[src/rtl/pic_cmd_pkg.sv]
package pic_cmd_pkg;
  localparam int BYTE_W = 8;
  localparam int LINES  = 8;
  localparam int LINE_W = $clog2(LINES);
  localparam int BASE_W = BYTE_W - LINE_W;

  typedef logic [BYTE_W-1:0] byte_t;
  typedef logic [LINE_W-1:0] line_t;

  typedef enum logic [1:0] {
    IS_RUN  = 2'd0,
    IS_BASE = 2'd1,
    IS_CASC = 2'd2,
    IS_MODE = 2'd3
  } init_st_e;

  typedef enum logic [2:0] {
    OP_ROT_CLR = 3'd0,
    OP_EOI     = 3'd1,
    OP_NOP     = 3'd2,
    OP_SEOI    = 3'd3,
    OP_ROT_SET = 3'd4,
    OP_REOI    = 3'd5,
    OP_SETPRI  = 3'd6,
    OP_RSEOI   = 3'd7
  } op_code_e;

  function automatic logic is_setup_word(byte_t d);
    return d[4];
  endfunction

  function automatic logic is_ctrl_word(byte_t d);
    return !d[4] && d[3];
  endfunction

  function automatic logic is_op_word(byte_t d);
    return !d[4] && !d[3];
  endfunction

  function automatic init_st_e after_base(logic single, logic need_mode);
    if (!single) return IS_CASC;
    return need_mode ? IS_MODE : IS_RUN;
  endfunction

  function automatic init_st_e after_casc(logic need_mode);
    return need_mode ? IS_MODE : IS_RUN;
  endfunction

  function automatic byte_t poll_word(logic valid, line_t line);
    if (!valid) return '0;
    return {1'b1, {(BYTE_W-1-LINE_W){1'b0}}, line};
  endfunction
endpackage

[src/rtl/pic_init_seq.sv]
module pic_init_seq
  import pic_cmd_pkg::*;
(
  input  logic              clk,
  input  logic              rst_n,
  input  logic              wr_a0,
  input  logic              wr_a1,
  input  byte_t             wdata,
  output logic              setup_hit,
  output byte_t             mask,
  output logic [BASE_W-1:0] base,
  output logic              sfnm,
  output logic              aeoi
);
  init_st_e state;
  logic     need_mode;
  logic     single;

  always_comb setup_hit = wr_a0 && is_setup_word(wdata);

  always_ff @(posedge clk or negedge rst_n) begin
    if (!rst_n) begin
      state     <= IS_RUN;
      need_mode <= 1'b0;
      single    <= 1'b0;
      mask      <= '0;
      base      <= '0;
      sfnm      <= 1'b0;
      aeoi      <= 1'b0;
    end else if (setup_hit) begin
      state     <= IS_BASE;
      need_mode <= wdata[0];
      single    <= wdata[1];
      mask      <= '0;
      sfnm      <= 1'b0;
      aeoi      <= 1'b0;
    end else if (wr_a1) begin
      unique case (state)
        IS_RUN:  mask <= wdata;
        IS_BASE: begin
          base  <= wdata[BYTE_W-1:LINE_W];
          state <= after_base(single, need_mode);
        end
        IS_CASC: state <= after_casc(need_mode);
        IS_MODE: begin
          sfnm  <= wdata[4];
          aeoi  <= wdata[1];
          state <= IS_RUN;
        end
        default: state <= IS_RUN;
      endcase
    end
  end
endmodule

[src/rtl/pic_ctrl_dec.sv]
module pic_ctrl_dec
  import pic_cmd_pkg::*;
(
  input  logic  clk,
  input  logic  rst_n,
  input  logic  wr_a0,
  input  logic  rd_main,
  input  logic  setup_hit,
  input  byte_t wdata,
  output logic  poll,
  output logic  rsel,
  output logic  smm,
  output logic  rot_aeoi,
  output logic  cmd_eoi,
  output logic  cmd_spec,
  output logic  cmd_rot,
  output logic  cmd_setprio,
  output line_t cmd_line
);
  op_code_e op;
  logic     op_wr;
  logic     ctrl_wr;

  always_comb begin
    op          = op_code_e'(wdata[7:5]);
    op_wr       = wr_a0 && is_op_word(wdata);
    ctrl_wr     = wr_a0 && is_ctrl_word(wdata);
    cmd_line    = wdata[LINE_W-1:0];
    cmd_eoi     = 1'b0;
    cmd_spec    = 1'b0;
    cmd_rot     = 1'b0;
    cmd_setprio = 1'b0;
    if (op_wr) begin
      unique case (op)
        OP_EOI:    cmd_eoi = 1'b1;
        OP_REOI:   begin cmd_eoi = 1'b1; cmd_rot = 1'b1; end
        OP_SEOI:   begin cmd_eoi = 1'b1; cmd_spec = 1'b1; end
        OP_RSEOI:  begin cmd_eoi = 1'b1; cmd_spec = 1'b1; cmd_rot = 1'b1; end
        OP_SETPRI: cmd_setprio = 1'b1;
        default:   ;
      endcase
    end
  end

  always_ff @(posedge clk or negedge rst_n) begin
    if (!rst_n) begin
      poll     <= 1'b0;
      rsel     <= 1'b0;
      smm      <= 1'b0;
      rot_aeoi <= 1'b0;
    end else if (setup_hit) begin
      poll     <= 1'b0;
      rsel     <= 1'b0;
      smm      <= 1'b0;
      rot_aeoi <= 1'b0;
    end else begin
      if (rd_main && poll) poll <= 1'b0;
      if (ctrl_wr) begin
        if (wdata[2]) poll <= 1'b1;
        if (wdata[1]) rsel <= wdata[0];
        if (wdata[6]) smm  <= wdata[5];
      end
      if (op_wr && (op == OP_ROT_CLR || op == OP_ROT_SET)) rot_aeoi <= wdata[7];
    end
  end
endmodule

[src/rtl/pic_trig_reg.sv]
module pic_trig_reg
  import pic_cmd_pkg::*;
#(
  parameter byte_t WMASK = 8'hF8
) (
  input  logic  clk,
  input  logic  rst_n,
  input  logic  wr_en,
  input  byte_t wdata,
  output byte_t value
);
  always_ff @(posedge clk or negedge rst_n) begin
    if (!rst_n)     value <= '0;
    else if (wr_en) value <= wdata & WMASK;
  end
endmodule

[src/rtl/pic_cmd_if.sv]
module pic_cmd_if
  import pic_cmd_pkg::*;
#(
  parameter logic [7:0] TRIG_WMASK = 8'hF8
) (
  input  logic       clk,
  input  logic       rst_n,
  input  logic       cs_i,
  input  logic       tcs_i,
  input  logic       wr_i,
  input  logic       rd_i,
  input  logic       addr_i,
  input  logic [7:0] wdata_i,
  output logic [7:0] rdata_o,
  input  logic [7:0] irr_i,
  input  logic [7:0] isr_i,
  input  logic       win_valid_i,
  input  logic [2:0] win_line_i,
  output logic       core_reset_o,
  output logic [7:0] mask_o,
  output logic [4:0] vec_base_o,
  output logic       auto_eoi_o,
  output logic       sfnm_o,
  output logic       rot_aeoi_o,
  output logic       special_mask_o,
  output logic       cmd_eoi_o,
  output logic       cmd_specific_o,
  output logic       cmd_rotate_o,
  output logic       cmd_setprio_o,
  output logic [2:0] cmd_line_o,
  output logic       ack_o,
  output logic [2:0] ack_line_o,
  output logic [7:0] trig_mode_o
);
  logic  wr_a0, wr_a1, rd_main, trig_wr, trig_rd;
  logic  poll_armed, read_isr;
  byte_t main_rd;

  assign wr_a0   = cs_i && wr_i && !addr_i;
  assign wr_a1   = cs_i && wr_i && addr_i;
  assign rd_main = cs_i && rd_i;
  assign trig_wr = tcs_i && wr_i;
  assign trig_rd = tcs_i && rd_i;

  pic_init_seq u_seq (
    .clk       (clk),
    .rst_n     (rst_n),
    .wr_a0     (wr_a0),
    .wr_a1     (wr_a1),
    .wdata     (wdata_i),
    .setup_hit (core_reset_o),
    .mask      (mask_o),
    .base      (vec_base_o),
    .sfnm      (sfnm_o),
    .aeoi      (auto_eoi_o)
  );

  pic_ctrl_dec u_dec (
    .clk         (clk),
    .rst_n       (rst_n),
    .wr_a0       (wr_a0),
    .rd_main     (rd_main),
    .setup_hit   (core_reset_o),
    .wdata       (wdata_i),
    .poll        (poll_armed),
    .rsel        (read_isr),
    .smm         (special_mask_o),
    .rot_aeoi    (rot_aeoi_o),
    .cmd_eoi     (cmd_eoi_o),
    .cmd_spec    (cmd_specific_o),
    .cmd_rot     (cmd_rotate_o),
    .cmd_setprio (cmd_setprio_o),
    .cmd_line    (cmd_line_o)
  );

  pic_trig_reg #(.WMASK(TRIG_WMASK)) u_trig (
    .clk   (clk),
    .rst_n (rst_n),
    .wr_en (trig_wr),
    .wdata (wdata_i),
    .value (trig_mode_o)
  );

  always_comb begin
    if (poll_armed)  main_rd = poll_word(win_valid_i, win_line_i);
    else if (addr_i) main_rd = mask_o;
    else             main_rd = read_isr ? isr_i : irr_i;
  end

  assign rdata_o    = trig_rd ? trig_mode_o : (rd_main ? main_rd : '0);
  assign ack_o      = rd_main && poll_armed && win_valid_i;
  assign ack_line_o = win_line_i;
endmodule

[config.mk]
export PLATFORM = sky130hd
export DESIGN_NAME = pic_cmd_if
export DESIGN_NICKNAME = d
export VERILOG_FILES = /design/src/rtl/pic_cmd_pkg.sv /design/src/rtl/pic_init_seq.sv /design/src/rtl/pic_ctrl_dec.sv /design/src/rtl/pic_trig_reg.sv /design/src/rtl/pic_cmd_if.sv
export SDC_FILE = /design/constraint.sdc
export NUM_CORES = 1
export LEC_CHECK = 0
export BUFFER_PORTS_ARGS = -buffer_cell sky130_fd_sc_hd__buf_2
export CORE_ASPECT_RATIO = 2
export CORE_MARGIN = 1.5
export CORE_UTILIZATION = 40
export CTS_CLUSTER_DIAMETER = 100
export DETAILED_ROUTE_END_ITERATION = 6
export HOLD_SLACK_MARGIN = 0.08
export PLACE_DENSITY = 0.69
export SYNTH_ARGS = -nofsm -noshare
export SYNTH_HDL_FRONTEND = slang
export SYNTH_HIERARCHICAL = 1
export SYNTH_SLANG_ARGS = --single-unit
[constraint.sdc]
create_clock -name clk -period 4.38 [get_ports clk]
set_input_delay 0.876 -clock clk [delete_from_list [all_inputs] [get_ports clk]]
set_output_delay 0.876 -clock clk [all_outputs]
set_load 0.005 [all_outputs]
# --- After elaboration in Yosys (flattened, before gate mapping) ---
# Index checks and enable logic that the tools add are counted.
word_totals:
  reg_bits: 28
  latch_bits: 0
  wordCells: 107
  ram_bits: 0
  romBits: 0
  inputBits: 35
  memories: 0
op_classes:
  n_mux: 48
  bitwise_logic: 1
  div: 0
  eq_ne: 9
  addsub: 0
  order_cmp: 0
  multipliers: 0
  reduce_logical: 37
  shifts: 0
op_table:
  columns: ["op", "count"]
  rows:
  - ["8-bit 2-to-1 mux", 10]
  - ["1-bit 2-to-1 mux", 32]
  - ["1-bit logical AND", 14]
  - ["2-bit nonzero test", 7]
  - ["3-bit equality test (second input constant)", 4]
  - ["2-bit 2-to-1 mux", 5]
  - ["2-bit AND reduction", 5]
  - ["2-bit one-hot mux with 3 select lines", 1]
  - ["2-bit equality test (second input constant)", 2]
  - ["4-bit nonzero test", 1]
  - ["2-bit OR reduction", 2]
  - ["4-bit OR reduction", 1]
  - ["3-bit by 1-bit equality test with 1-bit output (second input constant)", 1]
  - ["3-bit by 2-bit equality test with 1-bit output (second input constant)", 1]
  - ["1-bit logical NOT", 3]
  - ["3-bit logical NOT", 1]
  - ["3-bit AND reduction", 1]
  - ["2-bit by 1-bit equality test with 1-bit output (second input constant)", 1]
  - ["2-bit logical NOT", 1]
  - ["1-bit logical OR", 1]
  - ["1-bit inverter", 1]

# --- Logic depth before layout (Yosys ltp) ---
# Gate-level depths: netlist of the first run.
logic_depth:
  depth_word: 8
  ltp_mapped: 7

# --- Cells and area by module ---
# Netlist of the first run, hierarchy kept.
modules_own_cells:
  columns: ["mod", "area_each_um2", "cells_per_inst", "seq_area_each_um2", "n_inst"]
  rows:
  - ["pic_init_seq", 895.9, 83, 475.5, 1]
  - ["pic_cmd_if", 377.9, 55, 0.0, 1]
  - ["pic_ctrl_dec", 277.8, 26, 100.1, 1]
  - ["pic_trig_reg", 207.7, 14, 125.1, 1]

# --- Least setup slack after synthesis of the first run ---
# Ideal clock, no wire load.
synth_path:
  path_type: "input port to output port"
  start: "in addr_i"
  end: "out core_reset_o"
  t_arrival_ps: 1908
  path_stages: 5
  path_buffers: 3
  path_slack_ps: 1596
  path_cell_list: "buf_2 -> nor2_1 -> and2_4 -> buf_12 -> buf_2"
synth_via:
  elab_chain_cells: 3
synth_lines:
  columns: ["element", "line", "source"]
  rows:
  - ["start: declaration", "pic_cmd_if.sv:12", "input logic addr_i,"]
  - ["1-bit logical NOT", "pic_cmd_if.sv:39", "assign wr_a0 = cs_i && wr_i && !addr_i;"]
  - ["1-bit logical AND", "pic_cmd_if.sv:39", null]
  - ["net wr_a0", "pic_cmd_if.sv:35", "logic wr_a0, wr_a1, rd_main, trig_wr, trig_rd;"]
  - ["1-bit logical AND", "pic_init_seq.sv:19", "always_comb setup_hit = wr_a0 && is_setup_word(wdata);"]
  - ["end: declaration", "pic_cmd_if.sv:19", "output logic core_reset_o,"]
# The timed path passes the listed nets, and every way through them passes these cells.

# --- Worst setup path in the final report of the first run ---
layout_path:
  start: "in addr_i"
  end: "out cmd_rotate_o"
layout_via:
  elab_chain_cells: 4
layout_lines:
  columns: ["element", "line", "source"]
  rows:
  - ["1-bit logical NOT", "pic_cmd_if.sv:39", null]
  - ["1-bit logical AND", "pic_cmd_if.sv:39", null]
  - ["net wr_a0", "pic_cmd_if.sv:35", null]
  - ["1-bit logical AND", "pic_ctrl_dec.sv:26", "op_wr = wr_a0 && is_op_word(wdata);"]
  - ["1-bit 2-to-1 mux", "pic_ctrl_dec.sv:33", "if (op_wr) begin"]
  - ["end: declaration", "pic_cmd_if.sv:28", "output logic cmd_rotate_o,"]
# The timed path passes the listed nets, and every way through them passes these cells.

==> results.json, run 1 <==
{
  "vdd_drop_max_uv": 245.3,
  "dieArea_mm2": 0.004829,
  "synth_seq_area_share": 0.3983,
  "synth.distinct_cells": 41,
  "synthesis.area_mm2": 0.001759,
  "rows": 34,
  "slowest_delay_ns": 0.44,
  "h-tree-depth": 1,
  "p_clk_frac": 0.224,
  "place_ws_ns": 1.384,
  "hold_violations": 0,
  "drc": 0,
  "wl_per_cell_um": 13.92,
  "via_per_inst": 5.067,
  "path_max_fanout": 15,
  "post_cts_resize_count": 0,
  "firstDrtPassIters": 4,
  "cp_top_family": "simple AND/OR/NAND/NOR gates",
  "antenna_found_initial": 0,
  "routabilityCongestion": 0.8135,
  "setup_viol": 0,
  "synth_edf_count": 0,
  "synth_ff_type": "dfrtp_1",
  "placedCellCount": 294,
  "num_vias": 1510,
  "max_freq_ghz": 0.3355,
  "synth-seq-cells": 28,
  "area_delta_synth_final_pct": 22.97,
  "cp.required_ns": 3.50,
  "synth_area_per_cell_um2": 9.883,
  "cp.arrival_ns": 2.11,
  "outcome": "complete, no violations",
  "cts_tree": "done",
  "yosys-top-cells-area": "dfrtp_1 40%, mux2_2 5.1%, nand2_1 4.7%",
  "cts_root_buf": "clkbuf_8",
  "start_util": 0.4094,
  "fin_crit_ns": 2.981,
  "core_area_mm2": 0.004297,
  "wirelength_um": 4148,
  "cp.buffers_inverters": 2,
  "synth_most_common_cell": "dfrtp_1",
  "insertion_delay_ns": 0.27,
  "drv_slew": 0,
  "layoutNonFillerInstCount": 298,
  "rsz0062_at_grt": "false",
  "p_leak_nw": 1.117,
  "yosysTopAreaCell": "dfrtp_1",
  "critical_path.most_common_cell": "buf_2",
  "p_sw_frac": 0.3121,
  "path_clk_slew_ns": 0.09,
  "fp.dieH_um": 96.79,
  "switching_power_mw": 0.2822,
  "synthCells": 178,
  "post-route-worst-setup-slack_ns": 1.399,
  "async_flop_share": 1.000,
  "cpMaxStageDelayCell": "nor2_1",
  "internal-power_mw": 0.6220,
  "grt-ovfl-total": 0,
  "drv_cap": 0,
  "hold_path_class": "flip-flop to flip-flop",
  "numPortBuffers": 76,
  "die_width_um": 49.90,
  "synth_common_cells": "28 x dfrtp_1, 22 x nand2_1, 13 x a21oi_1",
  "seqPwrFrac": 0.434,
  "cp-start-kind": "primary input",
  "p_per_area_mw_per_mm2": 417.9,
  "grt_pass1_wl_um": 6817,
  "setup_tns_ns": 0,
  "fin_skew_ns": 0.002995,
  "ant_nets": 0,
  "n_fill_cell": 434,
  "pwr-share-comb": 0.342,
  "cts_setup_buffers": 0,
  "crit_chain": "buf_2 > nor2_1 > nand2b_4 > nor3b_4 > and2_1 > buf_2",
  "fin_util": 0.5035,
  "drive_above_1_share": 0.4262,
  "end_kind": "output pin",
  "antenna_cells": 0,
  "cts-buffers-inserted": 3,
  "boundaryPins": 80,
  "clock-sinks": 28,
  "final_nets": 284,
  "worstSetupPathType": "primary input to output pin",
  "grt_pass1_vias": 1490,
  "grt_usage": 0.1812,
  "yosysTopAreaCellShare": 0.3983,
  "dp_hpwl_um": 3271,
  "worstMarginPinSlew_ns": 0.6098,
  "dr.first_iter.drc_count": 33,
  "cts_hold_buf": 0,
  "min_period_over_period": 0.6806,
  "max-slew-margin-rel": 0.5934,
  "cts.path.max_buffers": 2,
  "grt_max_degree": 29,
  "yosysWarnings": 6
}
[registers in the layout (all words and copies together) (netlist names)]
register         cells
u_trig/value         5
u_seq/need_mode      1
u_seq/mask           8
u_dec/rot_aeoi       1
u_seq/sfnm           1
u_dec/rsel           1
u_dec/poll           1
u_seq/aeoi           1
u_seq/state          2
u_dec/smm            1
u_seq/single         1
u_seq/base           5
[per-stage QoR]
stage / total power [mW] / area, µm² / hold slack (ns)
final: 0.9041 / 2163 / 0.5160
after global routing: 0.9727 / 2163 / 0.5345
after CTS: 0.9138 / 2163 / 0.5207
after detailed placement: 0.7089 / 2092 / 0.4861
after global placement: 0.7018 / 2092 / 0.4900
after floorplan: 0.5791 / 1767 / 0.4818
[final timing paths]
check / startpoint / to / slack, ns / depth (start not counted)
setup / recovery: addr_i / cmd_rotate_o / 1.40 / 6
hold / removal: u_seq/base[1]$_DFFE_PN0P_ / u_seq/base[1]$_DFFE_PN0P_ / 0.52 / 1
setup reg to reg: u_seq/state[0]$_DFFE_PN0P_ / u_seq/mask[7]$_DFFE_PN0P_ / 2.93 / 5
hold reg to reg: u_seq/base[1]$_DFFE_PN0P_ / u_seq/base[1]$_DFFE_PN0P_ / 0.52 / 1
max in group asynchronous: rst_n / u_trig/value[3]$_DFFE_PN0P_ / 3.38 / 1
min in group asynchronous: rst_n / u_seq/mask[0]$_DFFE_PN0P_ / 0.60 / 1
[logic make-up (layout without fill, tap and decap cells)]
group / count (synthesis) / after routing / share of synthesized area
mux: 17 / 17 / 0.1174
compound gates: 38 / 38 / 0.1380
fa+ha+maj: 4 / 4 / 0.02845
other cells: 1 / 3 / 0.002132
buf+inv: 22 / 86 / 0.08250
flops: 28 / 28 / 0.3983
simple gates: 68 / 68 / 0.2333
[per-layer routing]
metal | part of all wire | GRT usage
met1 | 0.37 | 0.1883
met2 | 0.59 | 0.3538
met3 | 0.028 | 0.01389
met4 | 0.015 | 0.07051
met5 | 0 | 0
[power by group through the flow]
stage               Sequential [mW]  Combinational (mW)  Clock, mW
floorplan                     0.396               0.183          0
global route                  0.405               0.348      0.220
detailed placement            0.399               0.309          0
global placement              0.396               0.306          0
CTS                           0.394               0.313      0.207
finish                        0.392               0.309      0.203
[cell usage in the layout, fill, tap and decap left out, types with 2 or more instances in the layout]
cell | netlist | routed
nor2_1 | 6 | 6
nand2b_1 | 7 | 7
nand4b_1 | 3 | 3
a21oi_1 | 13 | 13
and2_1 | 4 | 4
o211a_1 | 3 | 3
conb_1 | 1 | 3
o21ai_0 | 9 | 9
buf_2 | 4 | 76
inv_1 | 6 | 6
nand3_1 | 10 | 10
clkbuf_8 | 0 | 3
and2b_2 | 4 | 4
a211oi_1 | 4 | 4
mux2_2 | 8 | 8
ha_1 | 4 | 4
mux2i_1 | 3 | 3
dfrtp_1 | 28 | 28
a221o_1 | 3 | 3
nand3b_1 | 2 | 2
o31ai_1 | 2 | 2
mux2_4 | 5 | 5
nand2_1 | 22 | 22
[area by class of cell]
cell class | count | area (µm²) | share of cell area
multi-input combinational | 130 | 920.9 | 0.4257
clock buffer | 3 | 41.29 | 0.01909
timing repair buffer | 76 | 380.4 | 0.1758
tap | 54 | 67.56 | 0.03123
sequential | 28 | 700.7 | 0.3239
clock inverter | 1 | 30.03 | 0.01388
inverter | 6 | 22.52 | 0.01041
No activity file was read; power rests on OpenSTA's default activity.
==> run 2: changes to the inputs <==
==> constraint.sdc (replaced) <==
create_clock -name clk -period 3 [get_ports clk]
set_input_delay 0.6 -clock clk [delete_from_list [all_inputs] [get_ports clk]]
set_output_delay 0.6 -clock clk [all_outputs]
set_load 0.005 [all_outputs]
==> results.json, run 2 (synthesized netlist as in run 1, its figures left out) <==
{
  "clock-sinks": 28,
  "final_nets": 286,
  "dieArea_mm2": 0.004829,
  "cp.arrival_ns": 1.88,
  "antenna_found_initial": 0,
  "via_per_inst": 5.060,
  "h-tree-depth": 1,
  "finalPower_mw": 1.258,
  "routabilityCongestion": 0.8128,
  "pwr-share-comb": 0.359,
  "final_common_cell": "buf_2",
  "wl_per_cell_um": 13.90,
  "die_width_um": 49.90,
  "num_vias": 1518,
  "setup_tns_ns": 0,
  "grt-ovfl-total": 0,
  "cp.required_ns": 2.40,
  "r2r_setup_slack_ns": 1.57,
  "rows": 34,
  "register_area_um2": 700.7,
  "worstSetupPathType": "flip-flop to output pin",
  "drive_above_1_share": 0.4309,
  "min_period_over_period": 0.8276,
  "drc": 0,
  "grt_pass1_wl_um": 6886,
  "max-slew-margin-rel": 0.5927,
  "p_clk_frac": 0.185,
  "layoutNonFillerInstCount": 300,
  "grt_max_degree": 29,
  "top_regs": "u_seq/mask x8, u_seq/base x5, u_trig/value x5",
  "cts_setup_buffers": 0,
  "hold_violations": 0,
  "insertion_delay_ns": 0.28,
  "fp.dieH_um": 96.79,
  "largest_reg_flops": 8,
  "r2r_start": "u_seq/state[0]$_DFFE_PN0P_",
  "met1_usage": 0.1845,
  "worstMarginPinSlew_ns": 0.6109,
  "switching_power_mw": 0.4096,
  "use_met2": 0.3610,
  "n_fill_cell": 444,
  "place_ws_ns": 0.6494,
  "vdd_drop_max_uv": 315.7,
  "max_freq_ghz": 0.4028,
  "seqPwrFrac": 0.455,
  "dr.first_iter.drc_count": 20,
  "outcome": "complete, no violations",
  "p_leak_nw": 1.120,
  "r2r.worst_path.cells": 5,
  "regMostFlops": "u_seq/mask",
  "p_sw_frac": 0.3256,
  "fin_crit_ns": 2.483,
  "fin_util": 0.5032,
  "start_util": 0.4094,
  "grt_usage": 0.1850,
  "mostFrequentLayoutCells": "76 x buf_2, 28 x dfrtp_1, 22 x nand2_1",
  "fin_skew_ns": 0.002302,
  "core_area_mm2": 0.004297,
  "post_cts_resize_count": 0,
  "antenna_cells": 0,
  "internal-power_mw": 0.8483,
  "rsz0062_at_grt": "false",
  "grt_pass1_vias": 1509,
  "boundaryPins": 80,
  "setup_viol": 0,
  "firstDrtPassIters": 4,
  "path_clk_slew_ns": 0.09,
  "busiest_layer": "met2",
  "ant_nets": 0,
  "wirelength_um": 4169,
  "drv_slew": 0,
  "end_kind": "output pin",
  "use_met3": 0.01389,
  "drv_cap": 0,
  "numPortBuffers": 76,
  "cp-start-kind": "flip-flop",
  "p_per_area_mw_per_mm2": 581.8,
  "cts_hold_buf": 0,
  "cts.path.max_buffers": 2,
  "dp_hpwl_um": 3348,
  "placedCellCount": 296,
  "cts_tree": "done",
  "path_max_fanout": 13,
  "cts-buffers-inserted": 3,
  "multiInputGateArea_um2": 920.9,
  "r2r-end": "u_seq/mask[4]$_DFFE_PN0P_",
  "area_delta_synth_final_pct": 22.90,
  "cts_root_buf": "clkbuf_8",
  "hold_path_class": "primary input to async pin",
  "post-route-worst-setup-slack_ns": 0.5172
}
run 2: changes by cell type in the layout (fill, tap and decap cells not counted), sizes merged:
cell	delta
clkbuf	+1
bufinv	-1
buf	+2
run 2: routing by layer:
metal / vias up / wire length [µm]
met5: - / 0
met4: 0 / 86
met3: 5 / 97
met2: 33 / 2475
met1: 724 / 1510
li1: 756 / -
run 2: power by group through the flow:
| stage | clock network [mW] | registers, mW | logic (mW) |
|---|---|---|---|
| 3_3_place_gp | 0 | 0.577 | 0.449 |
| 5_1_grt | 0.258 | 0.593 | 0.506 |
| 4_1_cts | 0.242 | 0.574 | 0.459 |
| 6_report | 0.233 | 0.573 | 0.452 |
| 2_1_floorplan | 0 | 0.578 | 0.267 |
| 3_5_place_dp | 0 | 0.583 | 0.454 |
run 2: area by class of cell:
| class | instances | area share |
|---|---|---|
| Clock buffer | 4 | 0.02546 |
| Timing Repair Buffer | 78 | 0.1829 |
| Multi-Input combinational cell | 130 | 0.4259 |
| Tap cell | 54 | 0.03125 |
| Sequential cell | 28 | 0.3241 |
| Inverter | 6 | 0.01042 |
run 2: worst max-delay path: stages, from the launching register on:
cell	delay, ns
dfrtp_1	0.63
mux2_2	0.39
o211a_1	0.21
a221o_1	0.25
buf_2	0.13
run 2: metrics by stage:
step / cell area, µm² / hold WS, ns
2_1_floorplan: 1767 / 0.3044
3_3_place_gp: 2107 / 0.4925
3_5_place_dp: 2107 / 0.4917
4_1_cts: 2162 / 0.3416
5_1_grt: 2162 / 0.3642
6_report: 2162 / 0.3226
run 2: worst max-delay path by stage:
| stage | from | end | slack, ns | cells past startpoint |
|---|---|---|---|---|
| floorplan | addr_i | core_reset_o | 0.77 | 5 |
| CTS | u_dec/rsel$_DFFE_PN0P_ | rdata_o[1] | 0.50 | 4 |
| detailed placement | cs_i | cmd_rotate_o | 0.65 | 7 |
| global placement | cs_i | core_reset_o | 0.68 | 5 |
| global route | u_dec/rsel$_DFFE_PN0P_ | rdata_o[0] | 0.39 | 4 |
| finish | u_dec/rsel$_DFFE_PN0P_ | rdata_o[1] | 0.52 | 4 |
==> run 3: changes to the inputs <==
--- a/config.mk
+++ b/config.mk
@@ -12,7 +12,7 @@
 export CTS_CLUSTER_DIAMETER = 100
 export DETAILED_ROUTE_END_ITERATION = 6
 export HOLD_SLACK_MARGIN = 0.08
-export PLACE_DENSITY = 0.69
+export PLACE_DENSITY = 0.72
 export SYNTH_ARGS = -nofsm -noshare
 export SYNTH_HDL_FRONTEND = slang
 export SYNTH_HIERARCHICAL = 1
==> constraint.sdc (replaced) <==
create_clock -name clk -period 2.05 [get_ports clk]
set_input_delay 0.41 -clock clk [delete_from_list [all_inputs] [get_ports clk]]
set_output_delay 0.41 -clock clk [all_outputs]
set_load 0.005 [all_outputs]
==> results.json, run 3 (synthesized netlist as in run 1, its figures left out) <==
{
  "final_common_cell": "buf_2",
  "num_vias": 1535,
  "core_area_mm2": 0.004297,
  "p_per_area_mw_per_mm2": 874.7,
  "cpMaxStageDelayCell": "dfrtp_2",
  "worstMarginPinSlew_ns": 0.6161,
  "dr.first_iter.drc_count": 32,
  "grt_usage": 0.1768,
  "grt-ovfl-total": 0,
  "hold_ws_ns": 0.1458,
  "cp_top_family": "flip-flops",
  "grt_pass1_wl_um": 6837,
  "hold_violations": 0,
  "end_kind": "output pin",
  "top_regs": "u_seq/mask x8, u_seq/base x5, u_trig/value x5",
  "path_clk_slew_ns": 0.09,
  "post-route-worst-setup-slack_ns": 0.02238,
  "cts_tree": "done",
  "cts_hold_buf": 0,
  "firstDrtPassIters": 4,
  "place_ws_ns": 0.2621,
  "vdd_drop_max_uv": 544.9,
  "start_util": 0.4094,
  "p_leak_nw": 1.149,
  "fin_crit_ns": 2.028,
  "h-tree-depth": 1,
  "final_nets": 289,
  "cp.buffers_inverters": 1,
  "worstSetupPathType": "flip-flop to output pin",
  "antenna_cells": 0,
  "clock-sinks": 28,
  "layoutNonFillerInstCount": 303,
  "ant_nets": 0,
  "cts-buffers-inserted": 3,
  "cp-start-kind": "flip-flop",
  "rsz0062_at_grt": "true",
  "boundaryPins": 80,
  "insertion_delay_ns": 0.27,
  "max-slew-margin-rel": 0.5892,
  "drv_slew": 0,
  "crit_chain": "mux2_4 > o211a_1 > a221o_1 > buf_2",
  "r2r.worst_path.cells": 5,
  "setup_tns_ns": 0,
  "dieArea_mm2": 0.004829,
  "drc": 0,
  "postLayoutCellArea_mm2": 0.002213,
  "outcome": "complete, no violations",
  "drv_cap": 0,
  "wirelength_um": 4235,
  "hold_path_class": "primary input to async pin",
  "mostFrequentLayoutCells": "76 x buf_2, 27 x dfrtp_1, 22 x nand2_1",
  "wl_per_cell_um": 13.98,
  "cts.path.max_buffers": 2,
  "cp.arrival_ns": 1.62,
  "place_area_mm2": 0.002122,
  "cp_num_cells": 4,
  "fp.dieH_um": 96.79,
  "largest_reg_flops": 8,
  "numPortBuffers": 76,
  "fin_skew_ns": 0.002612,
  "grt_pass1_vias": 1479,
  "dp_hpwl_um": 3335,
  "n_fill_cell": 425,
  "path_max_fanout": 4,
  "min_period_over_period": 0.9891,
  "die_width_um": 49.90,
  "via_per_inst": 5.066,
  "area_delta_synth_final_pct": 25.82,
  "slowest_delay_ns": 0.46,
  "max_freq_ghz": 0.4932,
  "regMostFlops": "u_seq/mask",
  "rows": 34,
  "cts_root_buf": "clkbuf_8",
  "setup_viol": 0,
  "drive_above_1_share": 0.4418,
  "routabilityCongestion": 0.7629,
  "grt_max_degree": 29,
  "cp.required_ns": 1.64,
  "antenna_found_initial": 0,
  "placedCellCount": 298
}
==> run 3: layer usage <==
layer,routed length [µm],GRT usage,up-vias
met5,0,0,-
met4,34,0.04274,0
met3,123,0.01852,2
met2,2529,0.3487,34
met1,1548,0.1895,740
li1,-,-,759
==> run 3: metrics by stage <==
step | utilization | power (mW)
6_report | 0.5151 | 1.936
5_1_grt | 0.5151 | 2.085
4_1_cts | 0.5105 | 1.954
3_5_place_dp | 0.4939 | 1.518
3_3_place_gp | 0.4939 | 1.500
2_1_floorplan | - | 1.237
==> run 3: area by class of cell <==
| cell class | instances | area [µm²] | share of cell area |
|---|---|---|---|
| Timing Repair Buffer | 81 | 421.7 | 0.1905 |
| Tap cell | 54 | 67.56 | 0.03053 |
| Clock buffer | 3 | 41.29 | 0.01865 |
| Multi-Input combinational cell | 130 | 928.4 | 0.4194 |
| Clock inverter | 1 | 30.03 | 0.01357 |
| Inverter | 6 | 22.52 | 0.01018 |
| Sequential cell | 28 | 701.9 | 0.3171 |
==> run 3: what timing repair did <==
item,CTS,global route
hold endpoints to repair,0,0
gates resized for setup,0,4
setup endpoints to repair,1,7
buffers inserted,0,1
==> run 3: worst register-to-register path, stage by stage, from the launching register on <==
cell	delay, ns
dfrtp_1	0.43
inv_1	0.10
ha_1	0.34
nand2_1	0.27
nand2_1	0.13
a21oi_1	0.08
==> run 3: worst paths after layout <==
| check | startpoint | end | slack [ns] |
|---|---|---|---|
| worst max-delay path | u_dec/rsel$_DFFE_PN0P_ | rdata_o[1] | 0.02 |
| worst min-delay path | rst_n | u_seq/aeoi$_DFFE_PN0P_ | 0.15 |
| worst max register to register | u_seq/state[0]$_DFFE_PN0P_ | u_seq/mask[4]$_DFFE_PN0P_ | 0.57 |
| worst min register to register | u_seq/base[1]$_DFFE_PN0P_ | u_seq/base[1]$_DFFE_PN0P_ | 0.50 |
| max in group asynchronous | rst_n | u_dec/rsel$_DFFE_PN0P_ | 1.47 |
| min in group clk | wdata_i[2] | u_seq/mask[2]$_DFFE_PN0P_ | 0.41 |
==> run 3: power by group <==
part,total (mW),switching (mW),internal (mW)
Sequential,0.841,0.120,0.721
Clock,0.423,0.162,0.261
Combinational,0.672,0.316,0.356
Total,1.94,0.598,1.34
